## src/rtl/dcf_pkg.sv

```systemverilog
// Shared constants and helpers for the DC-offset removal filter.
// Assumes channel indices start at zero and that the shared-enable group
// takes the lowest indices.
package dcf_pkg;
    localparam int unsigned DEF_DW     = 24;
    localparam int unsigned DEF_NCH    = 3;
    localparam int unsigned DEF_PAIR_N = 2;

    // True when channel idx is controlled by the shared enable.
    function automatic logic in_pair_group(input int unsigned idx, input int unsigned pair_n);
        return idx < pair_n;
    endfunction
endpackage

```

## src/rtl/dcf_estimator.sv

```systemverilog
// One channel's DC estimate: a leaky integrator with FRAC_W fractional bits.
// On upd the accumulator moves by ((x << FRAC_W) - acc) >>> K. Otherwise it holds.
// Assumes K <= FRAC_W + DW so that the step is well defined.
module dcf_estimator #(
    parameter int unsigned DW     = 24,
    parameter int unsigned FRAC_W = 12,
    parameter int unsigned K      = 10
) (
    input  logic                 clk,
    input  logic                 rst_n,
    input  logic                 upd,
    input  logic signed [DW-1:0] x,
    output logic signed [DW-1:0] est
);
    localparam int unsigned SW = DW + FRAC_W;   // stored accumulator width
    localparam int unsigned AW = SW + 1;        // width for the difference

    logic signed [SW-1:0] acc;
    logic signed [AW-1:0] x_ext, acc_ext, diff, step, nxt;

    // Compute the next accumulator value from the sample and current state.
    always_comb begin
        x_ext   = {x[DW-1], x, {FRAC_W{1'b0}}};
        acc_ext = {acc[SW-1], acc};
        diff    = x_ext - acc_ext;
        step    = diff >>> K;
        nxt     = acc_ext + step;
    end

    // Accumulator register: clear on reset, advance only when updating.
    always_ff @(posedge clk) begin
        if (!rst_n)   acc <= '0;
        else if (upd) acc <= nxt[SW-1:0];
    end

    assign est = acc[SW-1:FRAC_W];
endmodule

```

## src/rtl/dcf_subsat.sv

```systemverilog
// Combinational subtract with saturation to the signed DW-bit range.
// Assumes both operands are two's complement of width DW.
module dcf_subsat #(
    parameter int unsigned DW = 24
) (
    input  logic signed [DW-1:0] a,
    input  logic signed [DW-1:0] b,
    output logic signed [DW-1:0] y
);
    logic signed [DW:0] wide;

    // Subtract one bit wider, then clip when the top two bits disagree.
    always_comb begin
        wide = {a[DW-1], a} - {b[DW-1], b};
        if (wide[DW] != wide[DW-1])
            y = wide[DW] ? {1'b1, {(DW-1){1'b0}}} : {1'b0, {(DW-1){1'b1}}};
        else
            y = wide[DW-1:0];
    end
endmodule

```

## src/rtl/dc_trim_filter.sv

```systemverilog
// Multi-channel DC-offset removal with freezable estimates.
// Each valid sample has its channel's held estimate removed and is clipped,
// with one cycle of latency. If that channel is enabled, the estimate is then
// updated. Channels below PAIR_N share en_pair and the rest use en_solo.
// Assumes in_chan < NCH whenever in_valid is high.
module dc_trim_filter
    import dcf_pkg::*;
#(
    parameter int unsigned DW     = DEF_DW,
    parameter int unsigned NCH    = DEF_NCH,
    parameter int unsigned PAIR_N = DEF_PAIR_N,
    parameter int unsigned K      = 10,
    parameter int unsigned FRAC_W = 12,
    localparam int unsigned CW    = (NCH > 1) ? $clog2(NCH) : 1
) (
    input  logic                 clk,
    input  logic                 rst_n,
    input  logic                 in_valid,
    input  logic [CW-1:0]        in_chan,
    input  logic signed [DW-1:0] in_data,
    input  logic                 en_pair,
    input  logic                 en_solo,
    output logic                 out_valid,
    output logic [CW-1:0]        out_chan,
    output logic signed [DW-1:0] out_data
);
    logic signed [DW-1:0] est_arr [NCH];
    logic [NCH*DW-1:0]    est_all;
    logic [NCH-1:0]       upd;
    logic signed [DW-1:0] est_sel;
    logic signed [DW-1:0] trimmed;

    for (genvar g = 0; g < NCH; g++) begin : g_ch
        logic en_g;
        // Route this channel to its enable group.
        assign en_g = in_pair_group(g, PAIR_N) ? en_pair : en_solo;
        assign upd[g] = in_valid && (in_chan == CW'(g)) && en_g;
        assign est_all[g*DW +: DW] = est_arr[g];

        dcf_estimator #(.DW(DW), .FRAC_W(FRAC_W), .K(K)) u_est (
            .clk  (clk),
            .rst_n(rst_n),
            .upd  (upd[g]),
            .x    (in_data),
            .est  (est_arr[g])
        );
    end

    // Pick the estimate of the addressed channel (zero for unused indices).
    always_comb begin
        est_sel = '0;
        for (int i = 0; i < NCH; i++)
            if (in_chan == CW'(i)) est_sel = est_arr[i];
    end

    dcf_subsat #(.DW(DW)) u_sub (
        .a(in_data),
        .b(est_sel),
        .y(trimmed)
    );

    // Output register: strobe follows the input by one cycle, data on valid.
    always_ff @(posedge clk) begin
        if (!rst_n) begin
            out_valid <= 1'b0;
            out_chan  <= '0;
            out_data  <= '0;
        end else begin
            out_valid <= in_valid;
            if (in_valid) begin
                out_chan <= in_chan;
                out_data <= trimmed;
            end
        end
    end
endmodule

```

## config.mk

```make
export PLATFORM = sky130hd
export DESIGN_NAME = dc_trim_filter
export DESIGN_NICKNAME = d
export VERILOG_FILES = /design/src/rtl/dcf_pkg.sv /design/src/rtl/dcf_estimator.sv /design/src/rtl/dcf_subsat.sv /design/src/rtl/dc_trim_filter.sv
export SDC_FILE = /design/constraint.sdc
export NUM_CORES = 1
export LEC_CHECK = 0
export ABC_AREA = 1
export BUFFER_PORTS_ARGS = -buffer_cell sky130_fd_sc_hd__buf_2
export CORE_UTILIZATION = 40
export DETAILED_ROUTE_END_ITERATION = 12
export SLEW_MARGIN = 20
export SYNTH_ARGS = -nofsm -noshare
export SYNTH_HDL_FRONTEND = slang
export SYNTH_SLANG_ARGS = --single-unit
```

## constraint.sdc

```tcl
create_clock -name clk -period 7.1 [get_ports clk]
set_input_delay 0.355 -clock clk [delete_from_list [all_inputs] [get_ports clk]]
set_output_delay 0.355 -clock clk [all_outputs]
set_load 0.01 [all_outputs]
```

==> impl_metrics.env <==
export IMPL_r2r_setup_slack_ns=2.40
export IMPL_slew_viol_final=0
export IMPL_drtIter0Drc=1899
export IMPL_fin_crit_sh_pct=66.3
export IMPL_start_kind="register"
export IMPL_fmax_ghz=0.213
export IMPL_p_per_area_nw_per_um2=174
export IMPL_overflow=0
export IMPL_cts_buffer_depth=2
export IMPL_design_die_area_sq_um=45500
export IMPL_nets=3281
export IMPL_numClockSinks=135
export IMPL_postCtsSetupRepairBufs=0
export IMPL_diodes=0
export IMPL_grt_pass1_wl_mm=107
export IMPL_worstPathRequired_ns=7.51
export IMPL_syn_area_per_cell_sq_um=5.96
export IMPL_drive_gt1_share_pct=4.30
export IMPL_finalWorstSetupSlack_ns=2.40
export IMPL_ant_nets=0
export IMPL_grt_max_degree=75
export IMPL_use_met1_pct=42.6
export IMPL_maxSlewHeadroom_pct=32.0
export IMPL_clk_pin_slew_worst_paths_ns=0.07
export IMPL_die_h_microns=213
export IMPL_tritoncts="yes"
export IMPL_die_w_microns=213
export IMPL_globalplace_congestion=1.02
export IMPL_initial_utilization_pct=40.5
export IMPL_hold_viol=0
export IMPL_cts_resized_gates=0
export IMPL_viasPerCell=5.58
export IMPL_cp_end_kind="register"
export IMPL_reg2regPathDepth=20
export IMPL_fin_crit_ns=4.70
export IMPL_cts_buffers=17
export IMPL_syn_nets=3245
export IMPL_holdPathEnd="out_chan[1]"
export IMPL_crit_fanout=5
export IMPL_rr_endpoint="g_ch[0].u_est.acc[32]"
export IMPL_fin_tns_setup_ns=0
export IMPL_core_area_sq_um=44100
export IMPL_hpwlAfterDp_mm=57.6
export IMPL_pin_count=58
export IMPL_syn_to_final_growth_pct=8.21
export IMPL_grtUsageMet3_pct=5.05
export IMPL_yosysSeqAreaShare_pct=15.1
export IMPL_synth_cell_types=47
export IMPL_vias=20300
export IMPL_crit_arrival_ns=5.11
export IMPL_wl_per_cell_microns=19.4
export IMPL_grtUsageMet2_pct=48.4
export IMPL_status="finished clean"
export IMPL_cts_max_level=4
export IMPL_numPortBuffers=57
export IMPL_tightest_slew_ns=1.02
export IMPL_clk_latency_ns=0.51
export IMPL_peakVddDrop_mv=0.177
export IMPL_setup_viol_count_final=0
export IMPL_hold_depth=3
export IMPL_root_buffer="clkbuf_16"
export IMPL_wl_mm=70.7
export IMPL_hold_class="in -> reg"
export IMPL_fp_row_count=77
export IMPL_post_place_ws_ns=2.61
export IMPL_antenna_found_initial=1
export IMPL_drv_cap=0
export IMPL_route_detailed_drc=0
export IMPL_synth_area_sq_um=17900
export IMPL_ctsHoldBuffers=0
export IMPL_p_leak_nw=9.58
export IMPL_ys_ff_latch=135
export IMPL_post_route_util_pct=43.8
export IMPL_critical_path_class="reg -> reg"
export IMPL_grt_busiest_layer="met2"
export IMPL_synth_warnings=0
export IMPL_synth_cells=3000
export IMPL_reg2reg_from="g_ch[0].u_est.acc[29]"
export IMPL_firstDrtPassIters=6
export IMPL_grt_usage_pct=31.2
export IMPL_rsz0062_at_grt="no"
export IMPL_grt_pass1_vias=18600
export IMPL_fin_worst_skew_ns=0.0120
export IMPL_hp_start="in_chan[1]"
export IMPL_p_total_mw=3.36
how the worst max path moves through the flow:
stage / from / slack [ns] / depth (start not counted) / end
2_1_floorplan: g_ch[0].u_est.acc[21] / 3.89 / 21 / g_ch[0].u_est.acc[30]
3_3_place_gp: in_data[0] / 2.55 / 21 / g_ch[2].u_est.acc[22]
3_5_place_dp: g_ch[0].u_est.acc[29] / 2.61 / 20 / g_ch[0].u_est.acc[32]
4_1_cts: g_ch[0].u_est.acc[29] / 2.59 / 20 / g_ch[0].u_est.acc[32]
5_1_grt: g_ch[0].u_est.acc[29] / 2.26 / 20 / g_ch[0].u_est.acc[32]
6_report: g_ch[0].u_est.acc[29] / 2.40 / 20 / g_ch[0].u_est.acc[32]
cell usage in the layout (no fill, tap or decap), drive strengths merged, types with 4 or more instances in the layout:
cell and n:
a211oi 5, a21o 25, a21oi 405, a31oi 15, buf 66, clkbuf 17
clkinv 4, dfxtp 135, fa 4, ha 210, inv 443, nand2 646
nand3 151, nand4 30, nor2 345, nor3 50, nor4 15, o2111ai 4
o211ai 9, o21a 14, o21ai 240, o21bai 16, o22ai 22, o31ai 5
xnor2 54, xor2 95
metal layers:
| layer | part of all wire [%] | vias to the layer above |
|---|---|---|
| li1 | - | 10000 |
| met1 | 46 | 9350 |
| met3 | 6.6 | 132 |
| met5 | 0.018 | - |
| met4 | 3.7 | 2 |
| met2 | 43 | 772 |
worst max-delay path, stage by stage, from the launching register on:
cell and delay (ns):
dfxtp_1 0.36, inv_1 0.19, ha_1 0.49, nand2_1 0.16, nor2_1 0.24, nand2_1 0.12
nor4_1 0.45, nand4_1 0.19, o21ai_0 0.51, xor2_1 0.26, ha_1 0.33, a21oi_1 0.23
o21ai_0 0.17, a21oi_1 0.25, nor2_1 0.09, nor3_1 0.23, nand2_1 0.09, nand2_1 0.06
nand3_1 0.06, nand2_1 0.07, inv_1 0.04
Yosys cell counts, drive strengths merged:
| master | count | area (sq um) |
|---|---|---|
| o211ai | 9 | 67.6 |
| o311ai | 1 | 8.76 |
| clkbuf | 31 | 116 |
| o2111ai | 4 | 35.0 |
| a221oi | 2 | 17.5 |
| or2 | 3 | 18.8 |
| o22ai | 22 | 138 |
| dfxtp | 135 | 2700 |
| nand3 | 151 | 761 |
| o31ai | 5 | 37.5 |
| nor4 | 15 | 100 |
| a21o | 25 | 188 |
| nand4 | 30 | 188 |
| buf | 18 | 100 |
| and3 | 3 | 18.8 |
| nand2 | 646 | 2440 |
| a21boi | 2 | 15.0 |
| ha | 210 | 2630 |
| o21a | 14 | 105 |
| a31oi | 15 | 93.8 |
| and2 | 3 | 18.8 |
| nor3 | 50 | 250 |
| a211oi | 5 | 37.5 |
| o21bai | 16 | 120 |
| inv | 437 | 1640 |
| a21oi | 405 | 2070 |
| nor2 | 345 | 1310 |
| xor2 | 95 | 832 |
| xnor2 | 54 | 473 |
| a41o | 1 | 10.0 |
| o21ai | 240 | 1210 |
| nor3b | 2 | 15.0 |
| fa | 4 | 80.1 |
| nand3b | 1 | 7.51 |
| a31o | 1 | 8.76 |
per-stage QoR:
stage               std cells  hold slack (ns)  area, sq um
floorplan                3000            0.458        17900
global placement         3609            0.452        18700
detailed placement       3609            0.461        18700
CTS                      3641            0.136        19300
global route             3641            0.161        19300
finish                   3641            0.163        19300
cell type report:
cell class,instances,area [sq um]
sequential,135,2700
timing repair buffer,66,353
multi-input combinational,2379,13300
tap,592,741
inverter,437,1640
fill,4880,24800
clock buffer,17,425
clock inverter,15,165
sequential cells by signal, summed over array words and instances (netlist names):
| name | count |
|---|---|
| out_valid | 1 |
| out_data | 24 |
| g_ch.u_est.acc | 108 |
| out_chan | 2 |
kinds of logic (layout without fill, tap and decap cells):
family / count (synthesis) / in the layout / share of synthesized area [%]
AO/OA/AOI/OAI: 767 / 767 / 23.3
XOR/XNOR: 149 / 149 / 7.30
AND/OR/NAND/NOR: 1249 / 1249 / 28.7
adder cells (fa/ha/maj): 214 / 214 / 15.2
flip-flops: 135 / 135 / 15.1
buffers and inverters: 486 / 535 / 10.4
where the power goes:
part / internal, mW / leakage, nW / switching [mW] / total [mW]
Clock: 0.522 / 0.283 / 0.430 / 0.952
Combinational: 0.510 / 8.19 / 1.08 / 1.59
Sequential: 0.797 / 1.10 / 0.0294 / 0.826
Total: 1.83 / 9.58 / 1.54 / 3.36
No activity file was read; power rests on OpenSTA's default activity.
